===== config.mk =====
export PLATFORM = sky130hd
export DESIGN_NAME = ls_sample_serializer
export DESIGN_NICKNAME = d
export VERILOG_FILES = /design/src/rtl/lvser_pkg.sv /design/src/rtl/ls_frame_timer.sv /design/src/rtl/ls_latency_pipe.sv /design/src/rtl/ls_lane_select.sv /design/src/rtl/ls_sample_serializer.sv
export SDC_FILE = /design/constraint.sdc
export NUM_CORES = 1
export LEC_CHECK = 0
export BUFFER_PORTS_ARGS = -buffer_cell sky130_fd_sc_hd__buf_2
export CORE_ASPECT_RATIO = 0.8
export CORE_UTILIZATION = 45
export CTS_BUF_LIST = sky130_fd_sc_hd__clkbuf_8 sky130_fd_sc_hd__clkbuf_16
export DETAILED_ROUTE_END_ITERATION = 7
export PLACE_DENSITY = 0.68
export RECOVER_POWER = 50
export SLEW_MARGIN = 20
export SYNTH_ARGS = -nofsm -noshare
export SYNTH_HDL_FRONTEND = slang
export SYNTH_SLANG_ARGS = --single-unit

===== constraint.sdc =====
create_clock -name clk -period 4.35 [get_ports clk]
set_input_delay 0.6525 -clock clk [delete_from_list [all_inputs] [get_ports clk]]
set_output_delay 0.6525 -clock clk [all_outputs]
set_load 0.01 [all_outputs]

===== src/rtl/lvser_pkg.sv =====
`timescale 1ns/1ps
package lvser_pkg;

  localparam int LS_DATA_W  = 14;
  localparam int LS_PAD_W   = 2;
  localparam int LS_LATENCY = 12;

  typedef struct packed {
    logic two_lane;
    logic wide;
    logic sdr;
    logic rise_cap;
    logic msb_first;
  } ser_mode_t;

  // bits in one word for this mode
  function automatic int word_bits(ser_mode_t m, int dw, int pw);
    return m.wide ? dw + pw : dw;
  endfunction

  // bit slots per lane in one word
  function automatic int slots_per_word(ser_mode_t m, int dw, int pw);
    int b;
    b = word_bits(m, dw, pw);
    return m.two_lane ? (b + 1) / 2 : b;
  endfunction

  // clock cycles per frame: two per bit slot
  function automatic int frame_cycles(ser_mode_t m, int dw, int pw);
    return 2 * slots_per_word(m, dw, pw);
  endfunction

  function automatic logic sdr_active(ser_mode_t m);
    return m.sdr & m.two_lane;
  endfunction

endpackage


===== src/rtl/ls_frame_timer.sv =====
`timescale 1ns/1ps
module ls_frame_timer
  import lvser_pkg::*;
#(
  parameter int DATA_W = LS_DATA_W,
  parameter int PAD_W  = LS_PAD_W,
  parameter int CNT_W  = 5
) (
  input  logic             clk,
  input  logic             rst,
  input  ser_mode_t        mode_i,
  output logic [CNT_W-1:0] cnt_o,
  output logic             wrap_o,
  output logic             frame_o,
  output logic             bclk_o,
  output logic             two_lane_o,
  output logic             msb_first_o,
  output logic             sdr_on_o,
  output logic             rise_cap_o
);

  localparam int LEN_W = CNT_W + 1;

  logic [CNT_W-1:0] cnt_q;
  ser_mode_t        mode_q;
  logic             ddr_q;
  logic [LEN_W-1:0] len;
  logic [LEN_W-1:0] half;

  always_comb begin
    len  = LEN_W'(frame_cycles(mode_q, DATA_W, PAD_W));
    half = len >> 1;
  end

  assign wrap_o  = ({1'b0, cnt_q} == (len - 1'b1));
  assign frame_o = ({1'b0, cnt_q} < half);

  always_ff @(posedge clk) begin
    if (rst) begin
      cnt_q  <= '0;
      mode_q <= mode_i;
      ddr_q  <= 1'b0;
    end else begin
      if (!cnt_q[0]) ddr_q <= ~ddr_q;
      if (wrap_o) begin
        cnt_q  <= '0;
        mode_q <= mode_i;
      end else begin
        cnt_q  <= cnt_q + 1'b1;
      end
    end
  end

  assign sdr_on_o    = sdr_active(mode_q);
  assign rise_cap_o  = mode_q.rise_cap;
  assign two_lane_o  = mode_q.two_lane;
  assign msb_first_o = mode_q.msb_first;
  assign cnt_o       = cnt_q;
  assign bclk_o      = sdr_on_o ? (mode_q.rise_cap ? cnt_q[0] : ~cnt_q[0]) : ddr_q;


  mode_hold_chk: assert property (@(posedge clk) disable iff (rst)
    !wrap_o |=> $stable(mode_q));


  ddr_mid_toggle_chk: assert property (@(posedge clk) disable iff (rst)
    (!sdr_on_o && cnt_q[0]) |-> (bclk_o != $past(bclk_o)));

endmodule


===== src/rtl/ls_latency_pipe.sv =====
`timescale 1ns/1ps
module ls_latency_pipe
  import lvser_pkg::*;
#(
  parameter int DATA_W  = LS_DATA_W,
  parameter int LATENCY = LS_LATENCY
) (
  input  logic              clk,
  input  logic              rst,
  input  logic              load_i,
  input  logic [DATA_W-1:0] din_i,
  output logic [DATA_W-1:0] word_o
);

  for (genvar gi = 0; gi < LATENCY; gi++) begin : g_stage
    logic [DATA_W-1:0] q;
    logic [DATA_W-1:0] feed;
    if (gi == 0) begin : g_head
      assign feed = din_i;
    end else begin : g_body
      assign feed = g_stage[gi-1].q;
    end
    always_ff @(posedge clk) begin
      if (rst)         q <= '0;
      else if (load_i) q <= feed;
    end
  end

  always_ff @(posedge clk) begin
    if (rst)         word_o <= '0;
    else if (load_i) word_o <= g_stage[LATENCY-1].q;
  end


  word_hold_chk: assert property (@(posedge clk) disable iff (rst)
    !load_i |=> $stable(word_o));

endmodule


===== src/rtl/ls_lane_select.sv =====
`timescale 1ns/1ps
module ls_lane_select
  import lvser_pkg::*;
#(
  parameter int DATA_W = LS_DATA_W,
  parameter int PAD_W  = LS_PAD_W,
  parameter int CNT_W  = 5
) (
  input  logic              clk,
  input  logic              rst,
  input  logic [DATA_W-1:0] word_i,
  input  logic [CNT_W-1:0]  cnt_i,
  input  logic              two_lane_i,
  input  logic              msb_first_i,
  output logic [1:0]        lane_o
);

  localparam int WORD_W = DATA_W + PAD_W;
  localparam int EXT_W  = 1 << CNT_W;

  logic [WORD_W-1:0] ord;
  logic [EXT_W-1:0]  ord_ext;
  logic [CNT_W-2:0]  slot;
  logic [CNT_W-1:0]  idx0;
  logic [CNT_W-1:0]  idx1;

  for (genvar gj = 0; gj < WORD_W; gj++) begin : g_ord
    if (gj < DATA_W) begin : g_dat
      assign ord[gj] = msb_first_i ? word_i[DATA_W-1-gj] : word_i[gj];
    end else begin : g_pad
      assign ord[gj] = 1'b0;
    end
  end

  assign ord_ext   = EXT_W'(ord);
  assign slot      = cnt_i[CNT_W-1:1];
  assign idx0      = two_lane_i ? {slot, 1'b0} : {1'b0, slot};
  assign idx1      = {slot, 1'b1};
  assign lane_o[0] = ord_ext[idx0];
  assign lane_o[1] = two_lane_i & ord_ext[idx1];


  lane_mid_stable_chk: assert property (@(posedge clk) disable iff (rst)
    cnt_i[0] |-> $stable(lane_o));

endmodule


===== src/rtl/ls_sample_serializer.sv =====
`timescale 1ns/1ps
module ls_sample_serializer
  import lvser_pkg::*;
#(
  parameter int DATA_W  = LS_DATA_W,
  parameter int PAD_W   = LS_PAD_W,
  parameter int LATENCY = LS_LATENCY
) (
  input  logic              clk,
  input  logic              rst,
  input  logic [DATA_W-1:0] din_i,
  input  logic              two_lane_i,
  input  logic              wide_i,
  input  logic              sdr_i,
  input  logic              rise_cap_i,
  input  logic              msb_first_i,
  output logic [1:0]        lane_o,
  output logic              bclk_o,
  output logic              frame_o
);

  localparam int WORD_W = DATA_W + PAD_W;
  localparam int CNT_W  = $clog2(2 * WORD_W);

  ser_mode_t         pin_mode;
  logic [CNT_W-1:0]  cnt;
  logic              wrap;
  logic              act_two;
  logic              act_msb;
  logic              act_sdr;
  logic              act_rise;
  logic [DATA_W-1:0] word;

  assign pin_mode = {two_lane_i, wide_i, sdr_i, rise_cap_i, msb_first_i};

  ls_frame_timer #(.DATA_W(DATA_W), .PAD_W(PAD_W), .CNT_W(CNT_W)) timer_i (
    .clk(clk), .rst(rst), .mode_i(pin_mode),
    .cnt_o(cnt), .wrap_o(wrap), .frame_o(frame_o), .bclk_o(bclk_o),
    .two_lane_o(act_two), .msb_first_o(act_msb),
    .sdr_on_o(act_sdr), .rise_cap_o(act_rise)
  );

  ls_latency_pipe #(.DATA_W(DATA_W), .LATENCY(LATENCY)) pipe_i (
    .clk(clk), .rst(rst), .load_i(wrap), .din_i(din_i), .word_o(word)
  );

  ls_lane_select #(.DATA_W(DATA_W), .PAD_W(PAD_W), .CNT_W(CNT_W)) lanes_i (
    .clk(clk), .rst(rst), .word_i(word), .cnt_i(cnt),
    .two_lane_i(act_two), .msb_first_i(act_msb), .lane_o(lane_o)
  );


  sdr_capture_mid_chk: assert property (@(posedge clk) disable iff (rst)
    (act_sdr && (act_rise ? $rose(bclk_o) : $fell(bclk_o))) |-> $stable(lane_o));

endmodule


After elaboration in Yosys (flattened, before gate mapping)

Cells that the tools add are included.
W data, S select, Z words.

Flip-flop bits (word level): 193

Equality and inequality tests: 1
$add $sub $neg: 4
Mux-type cells: 25
Magnitude comparators: 3
Bitwise gates (word level): 5
Reduce and logical (&&, ||, !) cells: 2

Operator list:

| kind                  | number |
|---|---|
| $mux W5               | 5 |
| $mux W1               | 18 |
| $lt A5 B6 Y1 const B  | 2 |
| $add A5 B1 Y6 const B | 1 |
| $eq A5 B6 Y1          | 1 |
| $sub A6 B1 Y6 const B | 1 |
| $add A5 B1 Y5         | 1 |
| $add A5 B1 Y5 const B | 1 |
| $bmux W1 S5           | 1 |
| $lt A5 B5 Y1          | 1 |
| $bmux W1 S4           | 1 |
| $and A1 B1 Y1         | 2 |
| $not A1 Y1            | 2 |
| $reduce_bool A2 Y1    | 1 |
| $reduce_or A2 Y1      | 1 |
| $and A1 B1 Y1 const A | 1 |

Longest topological paths before layout

Gate-level depths: netlist (run 1).

Depth in word-level cells: 9
Mapped depth: 10

Hierarchy

From an unflattened synthesis (run 1), not the netlist that was laid out.

Cells, all modules: 701
Area, all modules: 7528.5 um2

By module, submodules not included:

| module          | cells an instance | area each (um2) | instances |
|---|---|---|---|
| ls_latency_pipe | 586               | 6443.7          | 1 |
| ls_frame_timer  | 57                | 613.1           | 1 |
| ls_lane_select  | 58                | 471.7           | 1 |

Least setup slack after synthesis (run 1)

OpenSTA, ideal clock, no wires.

Path type: flip-flop to output port
Start: register timer_i.mode_q (netlist bit timer_i.two_lane_o)
End: output port frame_o
Data arrival time: 1770 ps
Stages on the path, launching flop included: 7
Setup slack: 1927 ps
Cell sequence: edfxtp_1 clkbuf_1 inv_1 ha_1 ha_1 a21o_1 a21oi_1

Longest elaborated chain between the ends: 2

RTL lines:

| what                   | RTL line                   | RTL |
|---|---|---|
| from (decl)            | ls_frame_timer.sv:25       | `ser_mode_t mode_q;` |
| from (signal assigned) | ls_frame_timer.sv:41       | `mode_q <= mode_i;` |
| from (signal assigned) | ls_frame_timer.sv:47       | `mode_q <= mode_i;` |
| $mux W5                | lvser_pkg.sv:25            | `return m.two_lane ? (b + 1) / 2 : b;` |
| $lt A5 B5 Y1           | ls_frame_timer.sv:36       | `assign frame_o = ({1'b0, cnt_q} < half);` |
| to (decl)              | ls_sample_serializer.sv:19 | `output logic frame_o` |

Every way passes these cells.

Worst setup path after layout (run 1)

Start: input port rst
End: register timer_i.mode_q (netlist bit timer_i.two_lane_o) (enable)

Longest elaborated chain between the ends: 1

RTL lines:

| what                                | RTL line                   | RTL |
|---|---|---|
| from (decl)                         | ls_sample_serializer.sv:10 | `input logic rst,` |
| $reduce_bool A2 Y1 (no source line) | -                          |  |

Every way passes these cells.
A chain may end at the register's enable or synchronous reset.

==> results.cfg, run 1 <==
[setup_path]
crit_buf_inv = 1
cp-end-kind = register
cp_data_required_time_ns = 4.44
crit_chain = dlymetal6s4s_1 > nand2b_1
cp_slowest_cell = dlymetal6s4s_1
cp_data_arrival_time_ns = 3.67
cpPeakStageDelay_ns = 2.45
crit_family = buffers and inverters
crit_fanout = 67
cp-start-kind = input port
crit_type = in2reg

[logic_synthesis]
synth_ff_type = dfxtp_1
synth_edf_count = 5
syn_area_um2 = 8200
synth_seq_area_share_pct = 47.7
yosysWarnings = 0
synth_area_leaders = dfxtp_1, nand2_1, a21oi_2, nand2_2, a21oi_1
postSynthCellCount = 912
ys_async_sr_fraction_pct = 0
ys_types = 43
synth.top_cell.area_share_pct = 45.9
synth_seq_cells = 193
avgSynthCellArea_um2 = 8.99
synth_top_area_cell = dfxtp_1
synth_nets = 942

[drt]
route.met3.wl_um = 384
top_layer = met4
drt_iter0_drc = 357
wl_met2_mm = 5.67
ant_nets = 0
wl_met1_mm = 6.57
drt_first_pass_iters = 5
drt_wl_total_mm = 12.8
vias = 5582
avgRoutedWirePerCell_um = 11.3
vias_per_cell = 4.95
remaining_drc_errors = 0

[final_layout]
final_common_cell = nand2_1
syn_to_final_growth_pct = 5.55
drive_gt1_share_pct = 25.7
final_nets = 919
antenna_cells = 0
final_area_um2 = 8660
final_cell_mix = nand2_1, dfxtp_1, a21oi_1

[floorplanning]
dieArea_um2 = 18800
start_util_pct = 46.6
core-area_um2 = 17600
ios = 25
die_w_um = 153
rows = 43
die_h_um = 123

[clock_network]
cts_tree = built
post_cts_buffers = 0
clk_latency_ns = 0.42
htree_levels = 4
clock_sinks = 193
post_cts_resized = 0
cts_root_buf = clkbuf_16
clockBufferDepth = 2
cts_buffers = 17
path_clk_slew_ns = 0.08
hold_buffers = 0

[sta]
worst_pin_slew_ns = 3.36
tns_ns = 0
finalSetupViolCount = 0
fin_crit_ns = 3.58
max_freq_ghz = 0.279
skew_ns = 0.0142
drv_slew = 67
finalCritPeriodShare_pct = 82.4
final-hold-violation-count = 0
rsz0062_at_grt = no
slew-limit-headroom_pct = -124

[power]
p_total_w = 0.00356
p_per_area_nw_per_um2 = 411
ir_drop_uv = 239
power_leakage_nw = 2.81

[global_routing]
grt_overflow_total = 0
grt_pass1_vias = 5081
antenna_found_initial = 0
gr-usage-all-layers_pct = 14.6
grt_pass1_wl_mm = 22.7
grt_max_degree = 183

[placed_design]
io_buffers = 24
dpl_cell_area_um2 = 8150
hpwl_mm = 6.84
place.gp.congestion = 0.847

[worst_hold_path]
hold_path.class = in2reg

[run]
cap_viol_max_count = 1

[outcome]
status = finished, violations left
violations = max-capacitance violations, max-slew violations
==> power by group <==
group | internal, W | switching, W
clock | 0.000934 | 0.000725
combinational | 0.0000392 | 0.0000663
sequential | 0.00178 | 0.0000167
==> logic make-up after synthesis <==
| logic type | Yosys count | synth area share, % |
|---|---|---|
| AOI/OAI and AO/OA | 205 | 17.9 |
| DFF | 193 | 47.7 |
| buffers and inverters | 76 | 7.03 |
| muxes | 17 | 2.55 |
| adders and majority gates | 9 | 1.37 |
| and+or+nand+nor | 403 | 22.4 |
| xor gates and xnor gates | 9 | 1.05 |
==> registers in the layout, indices dropped and copies added, names as in the netlist <==
name and flops:
timer_i.msb_first_o 1, pipe_i.word_o 14, timer_i.rise_cap_o 1, pipe_i.g_stage.feed 14, timer_i.mode_q 2, timer_i.ddr_q 1, timer_i.two_lane_o 1, timer_i.cnt_o 5
pipe_i.g_stage.q 154
==> cell type report <==
type / count / area [um2]
Fill cell: 1681 / 8940
Clock buffer: 17 / 425
Inverter: 6 / 22.5
Multi-Input combinational cell: 643 / 3590
Tap cell: 225 / 282
Clock inverter: 15 / 214
Sequential cell: 193 / 3910
Timing Repair Buffer: 28 / 206
==> synthesized netlist by cell type, types with 2 or more instances <==
cell      instances
a21oi_1          85
mux2i_1          13
a31oi_1           5
nand3b_1          2
xor2_1            5
nor2_1            8
mux4_2            3
buf_1             2
buf_2            21
a21oi_2         100
buf_12           11
clkbuf_1         24
buf_6            11
edfxtp_1          5
xnor2_1           3
ha_1              9
a21o_1            3
inv_1             6
nor3_1            2
nand2_2         100
nand3_1           3
dfxtp_1         188
o21ai_0           2
nand2_1         274
nand2b_1          6
nor2b_1           4
==> through the flow <==
step	utilization, %	worst slack, ns	hold WS [ns]	cells
5_1_grt	49.2	0.498	0.383	1127
4_1_cts	49.9	1.08	0.379	1127
2_1_floorplan	-	1.93	0.432	912
3_3_place_gp	46.3	1.48	0.438	1095
3_5_place_dp	46.3	1.45	0.441	1095
6_report	49.2	0.768	0.397	1127
==> worst paths after layout <==
path	startpoint	end	slack [ns]	depth (start not counted)
hold reg to reg	pipe_i.g_stage[11].q[8]	pipe_i.word_o[8]	0.44	2
setup / recovery	rst	timer_i.two_lane_o	0.77	2
hold / removal	two_lane_i	timer_i.two_lane_o	0.40	1
setup reg to reg	timer_i.two_lane_o	pipe_i.g_stage[10].feed[0]	1.28	8
==> layer usage <==
metal / vias up / GRT usage [%]
li1: 2930 / -
met1: 2583 / 18.0
met2: 58 / 24.8
met3: 11 / 3.28
met4: 0 / 6.06
met5: - / 0
Note: power is estimated with default switching activity, not from simulation.
==> run 2: changes to the inputs <==
ABC_AREA = 1   (was unset)
PLACE_DENSITY = 0.7   (was 0.68)
clock period = 3.1 ns   (was 4.35 ns; I/O delays follow)
==> run 2 against run 1 <==
Against the previous run:
- the flow now finishes without violations
- power up 46%
- non-clock buffer count up 8
- core utilization is 0.56 points higher
- combinational power increased to 3.1 times the previous value
- flip-flop and latch count did not move
- first-iteration DRC count rose by 27%
- critical path type is now reg2reg
- largest power group unchanged
==> results.cfg, run 2 <==
[outcome]
status = complete, no violations

[global_routing]
antenna_found_initial = 0
grt_pass1_wl_mm = 28.1
grt_max_degree = 174
grt_pass1_vias = 6107
grt_overflow_total = 0
gr-usage-all-layers_pct = 18.5

[setup_path]
cp_data_required_time_ns = 3.38
crit_path_end = pipe_i.g_stage[7].q[2]
crit_buf_inv = 2
path_depth = 9
timing.reg2reg.setup_slack_ns = 0.43
crit_fanout = 99
cp_data_arrival_time_ns = 2.95
crit_type = reg2reg
cp-end-kind = register
cp-start-kind = register
crit_chain = clkbuf_1 > ha_1 > nand2_1 > xor2_1 > nor2_1 > nand3_4 > buf_6 > nand2_1 > a21oi_1
crit_family = simple AND/OR/NAND/NOR gates
cp-startpoint = timer_i.two_lane_o
reg2reg_from = timer_i.two_lane_o
reg2reg_depth = 9
cpPeakStageDelay_ns = 0.48
cp_common_cell = nand2_1
cp_slowest_cell = nor2_1
r2r_end = pipe_i.g_stage[7].q[2]

[clock_network]
clock_sinks = 193
post_cts_resized = 0
path_clk_slew_ns = 0.06
htree_levels = 4
post_cts_buffers = 0
clockBufferDepth = 2
cts_buffers = 17
cts_root_buf = clkbuf_16
hold_buffers = 0
clk_latency_ns = 0.43
cts_tree = built

[drt]
ant_nets = 0
vias = 6709
drt_iter0_drc = 455
wl_met2_mm = 7.32
top_layer = met4
route.met3.wl_um = 557
wl_met1_mm = 8.38
avgRoutedWirePerCell_um = 13.7
drt_first_pass_iters = 5
vias_per_cell = 5.60
drt_wl_total_mm = 16.4
remaining_drc_errors = 0

[power]
power_leakage_nw = 2.90
p_per_area_nw_per_um2 = 600
ir_drop_uv = 329

[logic_synthesis]
synth.most_common_cell = nand2_1
synth_seq_area_share_pct = 48.6
synth_seq_cells = 193
postSynthCellCount = 1012
synth_edf_count = 5
syn_area_um2 = 8050
ys_types = 23
synth_ff_type = dfxtp_1
ys_async_sr_fraction_pct = 0
synth_area_leaders = dfxtp_1, nand4_1, nand2_1, a21oi_1, buf_4
yosysWarnings = 0
synth_top_area_cell = dfxtp_1
synth_nets = 1042
avgSynthCellArea_um2 = 7.95
yosys-top-cells-count = nand2_1, dfxtp_1, a21oi_1
synth.top_cell.area_share_pct = 46.8

[final_layout]
antenna_cells = 0
drive_gt1_share_pct = 7.08
syn_to_final_growth_pct = 7.74
instances_no_fill = 1199
largest_register_ffs = 154
final_nets = 993
final_common_cell = nand2_1
filler_cell_count = 1679
utilization_pct = 49.8
final_cell_mix = nand2_1, dfxtp_1, a21oi_1
top_register = pipe_i.g_stage.q

[floorplanning]
dieArea_um2 = 18400
core-area_um2 = 17400
die_w_um = 152
rows = 43
ios = 25
start_util_pct = 46.2
die_h_um = 122

[sta]
slew-limit-headroom_pct = 46.0
drv_slew = 0
fin_crit_ns = 2.67
skew_ns = 0.00753
rsz0062_at_grt = no
finalCritPeriodShare_pct = 86.2
max_freq_ghz = 0.374
finalWorstSetupSlack_ns = 0.429
tns_ns = 0
finalSetupViolCount = 0
final-hold-violation-count = 0
worst_pin_slew_ns = 0.810

[placed_design]
hpwl_mm = 8.23
place_inst = 1169
place.gp.congestion = 0.852
dp_slack_ns = 0.884
io_buffers = 24

[worst_hold_path]
hold_path.class = in2reg

[run]
cap_viol_max_count = 0
==> run 2: cell count changes in the layout (fill, tap and decap cells not counted), sizes merged, moves of 8 or more <==
cell   previous run  this run
nand4             0       175
nand2           374       246
nor2              8        35
nand3             3        28
mux2i            13         0
inv              13        25
buf              26        34
==> run 2: worst min-delay path by stage <==
stage	start	to	slack [ns]	cells past startpoint
3_5_place_dp	timer_i.ddr_q	timer_i.ddr_q	0.44	1
4_1_cts	msb_first_i	timer_i.msb_first_o	0.20	1
5_1_grt	two_lane_i	timer_i.two_lane_o	0.19	1
3_3_place_gp	timer_i.ddr_q	timer_i.ddr_q	0.44	1
2_1_floorplan	timer_i.ddr_q	timer_i.ddr_q	0.42	1
6_report	two_lane_i	timer_i.two_lane_o	0.21	1
==> run 2: through the flow <==
stage | power (W) | hold slack [ns] | instance area [um2]
6_report | 0.00520 | 0.212 | 8670
5_1_grt | 0.00540 | 0.188 | 8670
4_1_cts | 0.00527 | 0.196 | 8690
3_5_place_dp | 0.00290 | 0.443 | 8050
3_3_place_gp | 0.00290 | 0.437 | 8050
2_1_floorplan | 0.00285 | 0.424 | 8050
==> run 2: logic make-up (layout without fill, tap and decap cells) <==
family	after synthesis	count (layout)	share of synthesized area, %
adder cells (fa/ha/maj)	9	9	1.40
AO/OA/AOI/OAI	189	189	11.8
AND/OR/NAND/NOR	485	485	28.7
flip-flops	193	193	48.6
XOR/XNOR	7	7	0.855
buffers and inverters	129	91	8.63
==> run 2: metal layers <==
metal | vias to the layer above | global-route usage, %
li1 | 3418 | -
met1 | 3196 | 24.3
met2 | 83 | 30.3
met3 | 12 | 4.72
met4 | 0 | 4.83
met5 | - | 0
==> run 2: cell type report <==
type / instances / area, um2 / area share (%)
Sequential cell: 193 / 3910 / 45.1
Tap cell: 225 / 282 / 3.25
Clock buffer: 21 / 492 / 5.67
Multi-Input combinational cell: 690 / 3450 / 39.8
Timing Repair Buffer: 36 / 287 / 3.30
Clock inverter: 9 / 151 / 1.75
Inverter: 25 / 93.8 / 1.08
==> run 2: worst reg2reg max path: stages, from the launching register on <==
cell and delay [ns]:
edfxtp_1 0.36, clkbuf_1 0.39, ha_1 0.26, nand2_1 0.07, xor2_1 0.15, nor2_1 0.48
nand3_4 0.18, buf_6 0.35, nand2_1 0.21, a21oi_1 0.08
==> run 2: power breakdown <==
group / switching [W] / internal (W) / leakage [nW]
clock network: 0.000909 / 0.00145 / 0.316
registers: 0.0000120 / 0.00250 / 1.56
logic: 0.000256 / 0.0000749 / 1.02
==> run 3: changes to the inputs <==
CORE_MARGIN = 4   (was unset)
SLEW_MARGIN = 25   (was 20)
==> run 3 against run 2 <==
Against the previous run:
- worst hold slack improved by 0.0096 ns
- combinational power is 4% lower
- critical path depth fell by 2
- global-route usage decreased by 2.5 points
- power decreased by 4.4%
- die area increased by 9.1%
- clock skew increased by 0.0019 ns
- clock power is 9.3% lower
- via count fell by 1.1%
- design area down 1.4%
- worst setup slack lost 0.084 ns
- critical path type is now reg2out
- largest power group unchanged
==> results.cfg, run 3 (synthesis gave the netlist of run 2 again) <==
[power]
seqPwrFrac_pct = 50.5
p_total_w = 0.00498
ir_drop_uv = 335
p_comb_share_pct = 6.4
swShare_pct = 23.3
clkPwrFrac_pct = 43.1
power_switching_w = 0.00116
p_per_area_nw_per_um2 = 582
intPower_w = 0.00382
power_leakage_nw = 2.85

[clock_network]
cts_root_buf = clkbuf_16
htree_levels = 4
cts_tree = built
clk_latency_ns = 0.42
clock_sinks = 193
hold_buffers = 0
clockBufferDepth = 2
post_cts_resized = 0
post_cts_buffers = 0
cts_buffers = 17
path_clk_slew_ns = 0.06

[floorplanning]
die_h_um = 128
rows = 43
core-area_um2 = 17400
ios = 25
die_w_um = 158
dieArea_um2 = 20100
start_util_pct = 46.2

[placed_design]
place.gp.congestion = 0.879
place_inst = 1165
hpwl_mm = 7.45
io_buffers = 24
dp_slack_ns = 0.615

[drt]
avgRoutedWirePerCell_um = 13.2
ant_nets = 0
drt_first_pass_iters = 5
remaining_drc_errors = 0
drt_wl_total_mm = 15.7
drt_iter0_drc = 568
vias_per_cell = 5.55
vias = 6634

[sta]
slew-limit-headroom_pct = 43.2
worst_pin_slew_ns = 0.852
finalSetupViolCount = 0
skew_ns = 0.00944
max_freq_ghz = 0.363
fin_crit_ns = 2.76
finalCritPeriodShare_pct = 88.9
finalWorstSetupSlack_ns = 0.345
tns_ns = 0
final-hold-violation-count = 0
rsz0062_at_grt = no
drv_slew = 0

[setup_path]
reg2reg_depth = 8
cp-end-kind = output port
crit_fanout = 12
cp-start-kind = register
cp_data_required_time_ns = 2.63
cp_data_arrival_time_ns = 2.29
crit_type = reg2out

[global_routing]
grt_pass1_vias = 6051
grt_pass1_wl_mm = 27.5
grt_overflow_total = 0
antenna_found_initial = 0
grt_max_degree = 174
gr-usage-all-layers_pct = 16.1

[final_layout]
largest_register_ffs = 154
filler_cell_count = 1682
utilization_pct = 49.1
drive_gt1_share_pct = 6.49
syn_to_final_growth_pct = 6.26
top_register = pipe_i.g_stage.q
multi_input_area_um2 = 3450
instances_no_fill = 1195
final_cell_mix = nand2_1, dfxtp_1, a21oi_1
regArea_um2 = 3910
antenna_cells = 0
final_common_cell = nand2_1
final_nets = 989

[outcome]
status = complete, no violations

[run]
cap_viol_max_count = 0

[worst_hold_path]
holdPathStages = 1
hold_path.class = in2reg
## run 3: worst paths after layout
check,slack (ns),from,to
worst max register to register,0.45,timer_i.two_lane_o,pipe_i.g_stage[6].q[1]
worst min-delay path,0.22,msb_first_i,timer_i.msb_first_o
worst min register to register,0.46,timer_i.ddr_q,timer_i.ddr_q
worst max-delay path,0.34,timer_i.two_lane_o,frame_o
## run 3: per-layer routing
layer	GRT usage [%]	up-vias	part of all wire, %
met3	4.30	6	3.7
met2	25.6	104	45
met4	4.35	0	0.70
met5	0	-	0
li1	-	3416	-
met1	21.7	3108	51
## run 3: power groups by stage
stage	Combinational, W	Clock (W)	Sequential, W
3_5_place_dp	0.000324	0	0.00257
3_3_place_gp	0.000327	0	0.00257
5_1_grt	0.000353	0.00229	0.00251
6_report	0.000319	0.00214	0.00251
4_1_cts	0.000324	0.00220	0.00251
2_1_floorplan	0.000286	0	0.00256
## run 3: stage by stage
stage / hold slack (ns) / area (um2)
4_1_cts: 0.199 / 8570
3_5_place_dp: 0.448 / 8000
6_report: 0.222 / 8550
5_1_grt: 0.207 / 8550
3_3_place_gp: 0.437 / 8000
2_1_floorplan: 0.424 / 8050
## run 3: cell type report
class | instances | share of cell area, %
repair buffers | 32 | 2.78
clock buffers | 17 | 4.97
well taps | 225 | 3.29
multi-input cells | 690 | 40.4
inverters | 25 | 1.10
flip-flops and latches | 193 | 45.8
clock inverters | 13 | 1.73
## run 3: worst max-delay path, cell delays in order, from the launching register on
cell and delay, ns:
edfxtp_1 0.57, inv_1 0.17, ha_1 0.38, ha_1 0.32, nand2_1 0.05, o21ai_0 0.17, nor2_1 0.07, buf_2 0.14
